--- src/rtl/trtcm_pkg.sv ---
package trtcm_pkg;

    localparam int FRAC_W    = 8;
    localparam int MAN_W     = 8;
    localparam int EXP_W     = 5;
    localparam int ADJ_MAN_W = 9;
    localparam int DIV_W     = 4;
    localparam int LEN_W     = 16;
    localparam int LVL_W     = 34;
    localparam int ZERO_EXP  = 24;
    localparam int CALC_W    = 48;

    typedef logic [LVL_W-1:0] lvl_t;

    typedef enum logic [1:0] {
        COL_GREEN  = 2'b00,
        COL_YELLOW = 2'b01,
        COL_RED    = 2'b10
    } color_e;

    typedef struct packed {
        logic [MAN_W-1:0] rate_man;
        logic [EXP_W-1:0] rate_exp;
        logic [MAN_W-1:0] burst_man;
        logic [EXP_W-1:0] burst_exp;
        logic [DIV_W-1:0] div;
    } bkt_cfg_t;

    // (1 + m/256) * 2^e tokens expressed in 1/256-token units
    function automatic lvl_t me_units(input logic [MAN_W-1:0] m,
                                      input logic [EXP_W-1:0] e);
        lvl_t base;
        base = lvl_t'({1'b1, m});
        if (e >= EXP_W'(ZERO_EXP))
            return '0;
        return base << e;
    endfunction

    // Per-packet charge in 1/256-token units, floored at one unit
    function automatic lvl_t pkt_cost(input logic [LEN_W-1:0]     len,
                                      input logic [LEN_W-1:0]     off,
                                      input logic                 lmode,
                                      input logic [ADJ_MAN_W-1:0] am,
                                      input logic [EXP_W-1:0]     ae);
        logic signed [CALC_W-1:0] len_t;
        logic signed [CALC_W-1:0] adj_t;
        logic signed [CALC_W-1:0] sum;
        logic signed [CALC_W-1:0] top;
        logic [EXP_W-1:0]         ae_c;
        ae_c  = (ae > EXP_W'(ZERO_EXP)) ? EXP_W'(ZERO_EXP) : ae;
        len_t = $signed(CALC_W'(len)) - $signed(CALC_W'(off));
        len_t = lmode ? '0 : (len_t <<< FRAC_W);
        adj_t = $signed(CALC_W'(am)) - $signed(CALC_W'(256));
        adj_t = adj_t <<< ae_c;
        sum   = len_t + adj_t;
        top   = $signed(CALC_W'({LVL_W{1'b1}}));
        if (sum < $signed(CALC_W'(1)))
            return lvl_t'(1);
        if (sum > top)
            return '1;
        return lvl_t'(sum);
    endfunction

endpackage

--- src/rtl/trtcm_tick.sv ---
module trtcm_tick #(
    parameter int PRESCALE = 100
) (
    input  logic clk,
    input  logic rst,
    output logic tick
);
    localparam int CNT_W = (PRESCALE > 2) ? $clog2(PRESCALE) : 1;

    logic [CNT_W-1:0] cnt;

    assign tick = (cnt == CNT_W'(PRESCALE - 1));

    always_ff @(posedge clk) begin
        if (rst)
            cnt <= '0;
        else if (tick)
            cnt <= '0;
        else
            cnt <= cnt + CNT_W'(1);
    end

    // base tick is a single-cycle pulse
    p_tick_single_r1: assert property (@(posedge clk) disable iff (rst)
        tick |=> !tick);

endmodule

--- src/rtl/trtcm_bucket.sv ---
module trtcm_bucket
    import trtcm_pkg::*;
(
    input  logic     clk,
    input  logic     rst,
    input  logic     tick,
    input  bkt_cfg_t cfg,
    input  logic     debit_en,
    input  lvl_t     debit_amt,
    output lvl_t     level
);
    localparam int CNT_W = (1 << DIV_W) - 1;

    logic [CNT_W-1:0] div_cnt;
    logic [CNT_W-1:0] span;
    logic             refill;
    lvl_t             cap;
    lvl_t             add;
    lvl_t             after_deb;
    lvl_t             level_nxt;
    logic [LVL_W:0]   sum;

    always_comb begin
        cap    = me_units(cfg.burst_man, cfg.burst_exp);
        add    = me_units(cfg.rate_man, cfg.rate_exp);
        span   = (CNT_W'(1) << cfg.div) - CNT_W'(1);
        refill = tick && (div_cnt == span);
        after_deb = level;
        if (debit_en)
            after_deb = (level > debit_amt) ? (level - debit_amt) : '0;
        sum = {1'b0, after_deb} + (refill ? {1'b0, add} : {(LVL_W+1){1'b0}});
        level_nxt = (sum > {1'b0, cap}) ? cap : sum[LVL_W-1:0];
    end

    always_ff @(posedge clk) begin
        if (rst) begin
            level   <= cap;
            div_cnt <= '0;
        end else begin
            level <= level_nxt;
            if (tick)
                div_cnt <= refill ? '0 : (div_cnt + CNT_W'(1));
        end
    end

    // a bucket never holds more than its cap
    p_level_cap_r2: assert property (@(posedge clk) disable iff (rst)
        level <= cap);

endmodule

--- src/rtl/trtcm_policer.sv ---
module trtcm_policer
    import trtcm_pkg::*;
#(
    parameter int PRESCALE = 100
) (
    input  logic                 clk,
    input  logic                 rst,
    input  logic                 pkt_valid,
    output logic                 pkt_ready,
    input  logic [LEN_W-1:0]     pkt_len,
    input  logic [MAN_W-1:0]     cmt_rate_man,
    input  logic [EXP_W-1:0]     cmt_rate_exp,
    input  logic [MAN_W-1:0]     cmt_burst_man,
    input  logic [EXP_W-1:0]     cmt_burst_exp,
    input  logic [DIV_W-1:0]     cmt_div,
    input  logic [MAN_W-1:0]     pk_rate_man,
    input  logic [EXP_W-1:0]     pk_rate_exp,
    input  logic [MAN_W-1:0]     pk_burst_man,
    input  logic [EXP_W-1:0]     pk_burst_exp,
    input  logic [DIV_W-1:0]     pk_div,
    input  logic                 len_mode,
    input  logic [LEN_W-1:0]     len_offset,
    input  logic [ADJ_MAN_W-1:0] adj_man,
    input  logic [EXP_W-1:0]     adj_exp,
    output logic                 res_valid,
    input  logic                 res_ready,
    output logic [1:0]           res_color,
    output logic                 res_drop
);
    localparam int NB = 2;

    logic     tick;
    bkt_cfg_t cfg   [NB];
    lvl_t     lvl   [NB];
    logic     debit [NB];
    lvl_t     cost;
    logic     cmt_ok;
    logic     pk_ok;
    logic     accept;
    color_e   col;
    color_e   col_q;

    trtcm_tick #(.PRESCALE(PRESCALE)) u_tick (
        .clk  (clk),
        .rst  (rst),
        .tick (tick)
    );

    assign cfg[0] = '{rate_man: cmt_rate_man, rate_exp: cmt_rate_exp,
                      burst_man: cmt_burst_man, burst_exp: cmt_burst_exp,
                      div: cmt_div};
    assign cfg[1] = '{rate_man: pk_rate_man, rate_exp: pk_rate_exp,
                      burst_man: pk_burst_man, burst_exp: pk_burst_exp,
                      div: pk_div};

    for (genvar g = 0; g < NB; g++) begin : g_bkt
        trtcm_bucket u_bkt (
            .clk       (clk),
            .rst       (rst),
            .tick      (tick),
            .cfg       (cfg[g]),
            .debit_en  (debit[g]),
            .debit_amt (cost),
            .level     (lvl[g])
        );
    end

    assign pkt_ready = !res_valid || res_ready;
    assign accept    = pkt_valid && pkt_ready;

    always_comb begin
        cost   = pkt_cost(pkt_len, len_offset, len_mode, adj_man, adj_exp);
        cmt_ok = (lvl[0] >= cost);
        pk_ok  = (lvl[1] >= cost);
        if (cmt_ok)
            col = COL_GREEN;
        else if (pk_ok)
            col = COL_YELLOW;
        else
            col = COL_RED;
        debit[0] = accept && (col == COL_GREEN);
        debit[1] = accept && (col != COL_RED);
    end

    always_ff @(posedge clk) begin
        if (rst) begin
            res_valid <= 1'b0;
            col_q     <= COL_GREEN;
            res_drop  <= 1'b0;
        end else if (accept) begin
            res_valid <= 1'b1;
            col_q     <= col;
            res_drop  <= (col == COL_RED);
        end else if (res_ready) begin
            res_valid <= 1'b0;
        end
    end

    assign res_color = col_q;

    // drop flag matches a red result
    p_drop_red_r7: assert property (@(posedge clk) disable iff (rst)
        res_valid |-> (res_drop == (res_color == COL_RED)));

    // a stalled result stays put
    p_hold_result_r8: assert property (@(posedge clk) disable iff (rst)
        (res_valid && !res_ready) |=> (res_valid && $stable(res_color) && $stable(res_drop)));

    // no intake while a result is stalled
    p_no_intake_r8: assert property (@(posedge clk) disable iff (rst)
        (res_valid && !res_ready) |-> !pkt_ready);

    // an unused peak bucket never yields yellow
    p_no_yellow_r5: assert property (@(posedge clk) disable iff (rst)
        (res_valid && (pk_burst_exp >= EXP_W'(ZERO_EXP))) |-> (res_color != COL_YELLOW));

endmodule

--- config.mk ---
export PLATFORM = sky130hd
export DESIGN_NAME = trtcm_policer
export DESIGN_NICKNAME = d
export VERILOG_FILES = /design/src/rtl/trtcm_pkg.sv /design/src/rtl/trtcm_tick.sv /design/src/rtl/trtcm_bucket.sv /design/src/rtl/trtcm_policer.sv
export SDC_FILE = /design/constraint.sdc
export NUM_CORES = 1
export LEC_CHECK = 0
export BUFFER_PORTS_ARGS = -buffer_cell sky130_fd_sc_hd__buf_4
export CAP_MARGIN = 20
export CORE_MARGIN = 2
export CORE_UTILIZATION = 40
export CTS_CLUSTER_DIAMETER = 60
export DETAILED_ROUTE_END_ITERATION = 7
export PLACE_DENSITY = 0.68
export SYNTH_ARGS = -nofsm -noshare
export SYNTH_HDL_FRONTEND = slang
export SYNTH_SLANG_ARGS = --single-unit
--- constraint.sdc ---
create_clock -name clk -period 36.5 [get_ports clk]
set_input_delay 7.3 -clock clk [delete_from_list [all_inputs] [get_ports clk]]
set_output_delay 7.3 -clock clk [all_outputs]
set_load 0.01 [all_outputs]
==> results.json, run 1 <==
{
  "ctsHtreeMaxLevel": 3,
  "pin_count": 116,
  "maxSlewViolCount": 0,
  "die_h_um": 227,
  "gp_congestion": 1.04,
  "ff2ff_path_depth": 34,
  "clk_latency_ns": 0.39,
  "worst_pin_slew_ns": 1.02,
  "synth_top_area_frac": 0.163,
  "end_kind": "flip-flop",
  "grt_pass1_vias": 17900,
  "layout_common_cells": "ha_1, nor2_1, a21oi_1",
  "post_drt_wl_per_cell_um": 18.2,
  "hold_path.class": "reg -> reg",
  "antenna_cells": 0,
  "post-cts-setup-buffers": 0,
  "yosys_register_bits": 108,
  "r2r_slack_ns": 26.35,
  "clkTransAtPathRegs_ns": 0.08,
  "die_w_um": 227,
  "maxCapViolCount": 0,
  "syn_inst": 2752,
  "fin_crit_sh": 0.640,
  "synth_edf_count": 0,
  "cp-start-kind": "input port",
  "nNetsFinal": 3148,
  "portBuffers": 115,
  "syn-cell-area_um2": 19800,
  "crit_path_start": "pkt_len[0]",
  "fin_crit_ns": 23.37,
  "endpoint": "g_bkt[1].u_bkt.level[2]",
  "grt_pass1_wl_um": 96600,
  "cts_tree": "done",
  "design_area_um2": 21500,
  "p_leak_nw": 10.2,
  "cts_resized": 0,
  "antenna_found_initial": 1,
  "critPathKind": "in -> reg",
  "clk_path_buf_depth": 2,
  "grt_max_degree": 65,
  "synth_area_leaders": "ha_1, dfxtp_1, a21oi_1",
  "fin_tns_setup_ns": 0,
  "worstPathMaxFanout": 64,
  "status": "finished clean",
  "peakVddDrop_uv": 31.4,
  "hold_viol": 0,
  "ant_nets": 0,
  "vias_per_cell": 5.83,
  "grt.total_usage": 0.237,
  "wirelength_um": 62600,
  "syn_to_final_growth_pct": 8.46,
  "drt_iter0_markers": 1613,
  "floorplan.rows": 81,
  "synth_flop_cell": "dfxtp_1",
  "drt_pre_antenna_iters": 5,
  "drive_above_1_share": 0.0839,
  "critPathSlowestCell": "a41o_2",
  "power.density_nw_per_um2": 39.1,
  "cpMostUsedCell": "o21ai_0",
  "async_flop_share": 0,
  "max_freq_ghz": 0.0428,
  "synth_area_per_cell_um2": 7.20,
  "drc": 0,
  "hpwlAfterDp_um": 52200,
  "critPathMaxStageDelay_ns": 0.95,
  "rsz0062_at_grt": "false",
  "r2r_start": "g_bkt[1].u_bkt.level[0]",
  "cp.required_ns": 36.76,
  "core_um2": 49000,
  "cts_made_buffers": 9,
  "overflow": 0,
  "synth_seq_area_share": 0.109,
  "vias": 20100,
  "hold_buffers": 0,
  "synth.distinct_cells": 76,
  "layout_commonest_cell": "ha_1",
  "die_area_um2": 51300,
  "fin_util": 0.439,
  "initial_core_util": 0.405,
  "synth_warnings": 0,
  "synth_top_area_cell": "ha_1",
  "reg2reg_to": "g_bkt[1].u_bkt.level[2]",
  "clock_sinks": 108,
  "setup_violations": 0,
  "placed_area_um2": 21200,
  "arrival_ns": 23.63,
  "slew_headroom": 0.313,
  "cts-root-buf": "clkbuf_16",
  "finClkSkew_ns": 0.0179
}
-- worst min path at each step --
stage                             start       endpoint  slack (ns)  cells past startpoint
after floorplan           u_tick.cnt[0]  u_tick.cnt[0]        0.42                      1
final                     u_tick.cnt[0]  u_tick.cnt[0]        0.46                      1
after CTS                 u_tick.cnt[0]  u_tick.cnt[0]        0.47                      1
after detailed placement  u_tick.cnt[0]  u_tick.cnt[0]        0.45                      1
after global routing      u_tick.cnt[0]  u_tick.cnt[0]        0.48                      1
after global placement     res_color[0]   res_color[0]        0.44                      2
-- synth_stat cells, types with 53 or more instances --
cell	count
nand2b_1	53
inv_1	180
mux2i_1	77
nand3_1	56
dfxtp_1	108
xnor2_1	117
nand2_1	197
a21o_1	117
xor2_1	80
clkbuf_1	104
o21ai_0	136
ha_1	258
nor3_1	67
nor2_1	255
a21oi_1	253
mux2_2	57
nor2b_1	53
-- flip-flops by register name (all words and copies together) (netlist names) --
name / flops
u_tick.cnt: 7
g_bkt.u_bkt.level: 68
res_color: 1
res_drop: 1
res_valid: 1
g_bkt.u_bkt.div_cnt: 30
-- critical path: cells and delay by family --
family                     cells  cell delay (ns)
AOI/OAI and AO/OA             35             9.73
and+or+nand+nor               11             2.61
adders and majority gates      7             2.52
buffers and inverters          4             0.81
muxes                          1             0.40
xor gates and xnor gates       1             0.16
-- metrics by stage --
step	worst slack (ns)	hold WS, ns	instances	total power, mW
floorplan	13.56	0.425	2758	0.576
global placement	13.01	0.444	3426	0.723
detailed placement	12.98	0.454	3426	0.722
CTS	13.29	0.467	3442	0.830
global route	11.60	0.483	3442	0.902
finish	13.13	0.458	3442	0.840
-- metal layers --
layer / routed length [um] / GRT usage / up-vias
met2: 27800 / 0.384 / 686
met4: 1960 / 0.0796 / 0
met3: 3650 / 0.0235 / 104
met1: 29200 / 0.328 / 9223
met5: 0 / 0 / -
li1: - / - / 10100
-- area by class of cell --
class                   instances  area [um^2]
clock buffers                   9          225
clock inverters                 7         86.3
fillers                      5013        27500
inverters                     180          676
multi-input cells            2350        16600
flip-flops and latches        108         2160
well taps                     664          831
repair buffers                124          931
-- cells by family after synthesis --
kind of cell | synth area share
compound gates | 0.277
xor+xnor | 0.0871
fa+ha+maj | 0.169
buf+inv | 0.0572
flops | 0.109
mux | 0.0770
other cells | 0.000379
simple gates | 0.223
-- report_power, final --
| part | internal (mW) | switching [mW] | leakage [nW] | total, mW |
|---|---|---|---|---|
| Combinational | 0.234 | 0.346 | 9.12 | 0.580 |
| Sequential | 0.137 | 0.0186 | 0.882 | 0.155 |
| Clock | 0.0496 | 0.0550 | 0.153 | 0.105 |
| Total | 0.421 | 0.419 | 10.2 | 0.840 |
Power figures use the tool's default switching activity.
==> run 2, diff against run 1 <==
--- a/config.mk
+++ b/config.mk
@@ -11,7 +11,7 @@
 export CORE_UTILIZATION = 40
 export CTS_CLUSTER_DIAMETER = 60
 export DETAILED_ROUTE_END_ITERATION = 7
-export PLACE_DENSITY = 0.68
+export PLACE_DENSITY = 0.7
 export SYNTH_ARGS = -nofsm -noshare
 export SYNTH_HDL_FRONTEND = slang
 export SYNTH_SLANG_ARGS = --single-unit
==> constraint.sdc (replaced) <==
create_clock -name clk -period 20.3 [get_ports clk]
set_input_delay 4.06 -clock clk [delete_from_list [all_inputs] [get_ports clk]]
set_output_delay 4.06 -clock clk [all_outputs]
set_load 0.01 [all_outputs]
==> run 2 against run 1 <==
Compared with the run above:
- critical path depth unchanged
- sequential power grew 83%
- global-route usage increased by 0.33 points
- hold slack better by 0.0052 ns
- clock skew rose by 0.0030 ns
- count of clock-buffer cells in the layout stayed put
- highest routed layer unchanged
- non-clock buffer count up 3
- cell count is essentially flat
- critical endpoint is now g_bkt[1].u_bkt.level[29]
- clock power rose by 89%
==> results.json, run 2 (synthesis gave the netlist of run 1 again) <==
{
  "status": "finished clean",
  "hold_viol": 0,
  "cp.required_ns": 20.58,
  "wirelength_um": 63000,
  "grt_pass1_vias": 18100,
  "r2r_start": "g_bkt[1].u_bkt.level[0]",
  "switching_share": 0.503,
  "critPathBufInv": 4,
  "drc": 0,
  "grt_pass1_wl_um": 97900,
  "overflow": 0,
  "worst_pin_slew_ns": 0.984,
  "fill_cells": 5019,
  "die_area_um2": 51300,
  "drt_pre_antenna_iters": 8,
  "finClkSkew_ns": 0.0209,
  "nNetsFinal": 3151,
  "layout_commonest_cell": "ha_1",
  "vias": 20400,
  "layout_common_cells": "ha_1, nor2_1, a21oi_1",
  "die_w_um": 227,
  "min_from": "u_tick.cnt[0]",
  "arrival_ns": 19.40,
  "antenna_found_initial": 0,
  "critPathMaxStageDelay_ns": 0.68,
  "min_delay_path_depth": 1,
  "hold_path.class": "reg -> reg",
  "initial_core_util": 0.405,
  "fin_tns_setup_ns": 0,
  "drt_iter0_markers": 1922,
  "r2r_slack_ns": 10.83,
  "intPower_mw": 0.760,
  "core_um2": 49000,
  "fin_crit_ns": 19.12,
  "syn_to_final_growth_pct": 8.68,
  "reg2reg_to": "g_bkt[1].u_bkt.level[29]",
  "ant_nets": 0,
  "cp-start-kind": "input port",
  "pin_count": 116,
  "setup_violations": 0,
  "largest-register": "g_bkt.u_bkt.level",
  "maxCapViolCount": 0,
  "clkTransAtPathRegs_ns": 0.10,
  "grt.total_usage": 0.240,
  "power.density_nw_per_um2": 71.0,
  "gp_congestion": 1.00,
  "post_drt_wl_per_cell_um": 18.3,
  "worstPathMaxFanout": 33,
  "seq_power_share": 0.186,
  "cpLargestDelayFamily": "compound AO/OA/AOI/OAI gates",
  "cts_made_buffers": 9,
  "portBuffers": 115,
  "critPathKind": "in -> reg",
  "clkPwrFrac": 0.130,
  "cts_tree": "done",
  "clk_path_buf_depth": 2,
  "die_h_um": 227,
  "vias_per_cell": 5.92,
  "reg.largest.list": "g_bkt.u_bkt.level: 68 flops, g_bkt.u_bkt.div_cnt: 30 flops, u_tick.cnt: 7 flops",
  "cpMostUsedCell": "o21ai_0",
  "hpwlAfterDp_um": 52300,
  "clock_sinks": 108,
  "ff2ff_path_depth": 34,
  "largest_register_ffs": 68,
  "max_freq_ghz": 0.0523,
  "floorplan.rows": 81,
  "peakVddDrop_uv": 56.8,
  "maxSlewViolCount": 0,
  "clk_latency_ns": 0.40,
  "p_comb_frac": 0.684,
  "ctsHtreeMaxLevel": 3,
  "fin_util": 0.440,
  "hold_buffers": 0,
  "min_to": "u_tick.cnt[0]",
  "p_leak_nw": 10.2,
  "cts-root-buf": "clkbuf_16",
  "rsz0062_at_grt": "false",
  "fin_crit_sh": 0.942,
  "power.switching_mw": 0.768,
  "antenna_cells": 0,
  "slew_headroom": 0.337,
  "critPathSlowestCell": "a2111oi_0",
  "drive_above_1_share": 0.0863,
  "grt_max_degree": 35,
  "end_kind": "flip-flop"
}
run 2: repair_timing:
action,CTS,global route
buffers inserted,0,0
resized for setup,0,5
setup endpoints to repair,0,65
run 2: metrics by stage:
step / hold WS, ns / std cells / setup slack (ns) / power [mW] / area, um^2
after global routing: 0.498 / 3445 / 0.113 / 1.64 / 21500
after detailed placement: 0.457 / 3429 / 0.554 / 1.30 / 21200
after floorplan: 0.425 / 2758 / 0.596 / 1.04 / 19800
final: 0.463 / 3445 / 1.18 / 1.53 / 21500
after CTS: 0.471 / 3445 / 0.879 / 1.51 / 21500
after global placement: 0.443 / 3429 / 0.704 / 1.30 / 21200
run 2: power groups by stage:
stage	logic, mW	clock network [mW]	registers [mW]
final	1.05	0.198	0.284
after global routing	1.14	0.207	0.285
after CTS	1.02	0.201	0.282
after detailed placement	1.01	0	0.287
after global placement	1.01	0	0.288
after floorplan	0.771	0	0.265
run 2: worst max-delay path by stage:
stage,start,to,slack (ns),depth (start not counted)
floorplan,len_offset[2],g_bkt[1].u_bkt.level[26],0.60,63
global placement,pkt_len[0],g_bkt[1].u_bkt.level[29],0.70,59
detailed placement,pkt_len[0],g_bkt[1].u_bkt.level[29],0.55,59
CTS,pkt_len[0],g_bkt[1].u_bkt.level[29],0.88,59
global route,pkt_len[0],g_bkt[1].u_bkt.level[29],0.11,59
finish,pkt_len[0],g_bkt[1].u_bkt.level[29],1.18,59
run 2: routing by layer:
layer | GRT usage | part of all wire | wire length [um] | vias to the layer above
li1 | - | - | - | 10100
met1 | 0.333 | 0.46 | 28900 | 9416
met2 | 0.379 | 0.43 | 27400 | 768
met3 | 0.0293 | 0.070 | 4430 | 117
met4 | 0.0919 | 0.036 | 2300 | 0
met5 | 0 | 0 | 0 | -
run 2: layout make-up:
type | instances | area, um^2 | area share
multi-input combinational | 2350 | 16600 | 0.771
sequential | 108 | 2160 | 0.100
timing repair buffer | 127 | 953 | 0.0443
tap | 664 | 831 | 0.0386
inverter | 180 | 676 | 0.0314
clock buffer | 9 | 225 | 0.0105
clock inverter | 7 | 86.3 | 0.00401
run 2: worst register-to-register path: cells and delay by family (launching register included):
kind                       cells  cell delay [ns]
adders and majority gates      5             1.56
AOI/OAI and AO/OA             19             5.52
muxes                          1             0.40
xor gates and xnor gates       1             0.16
buffers and inverters          3             0.51
and+or+nand+nor                5             0.91
DFF                            1             0.33
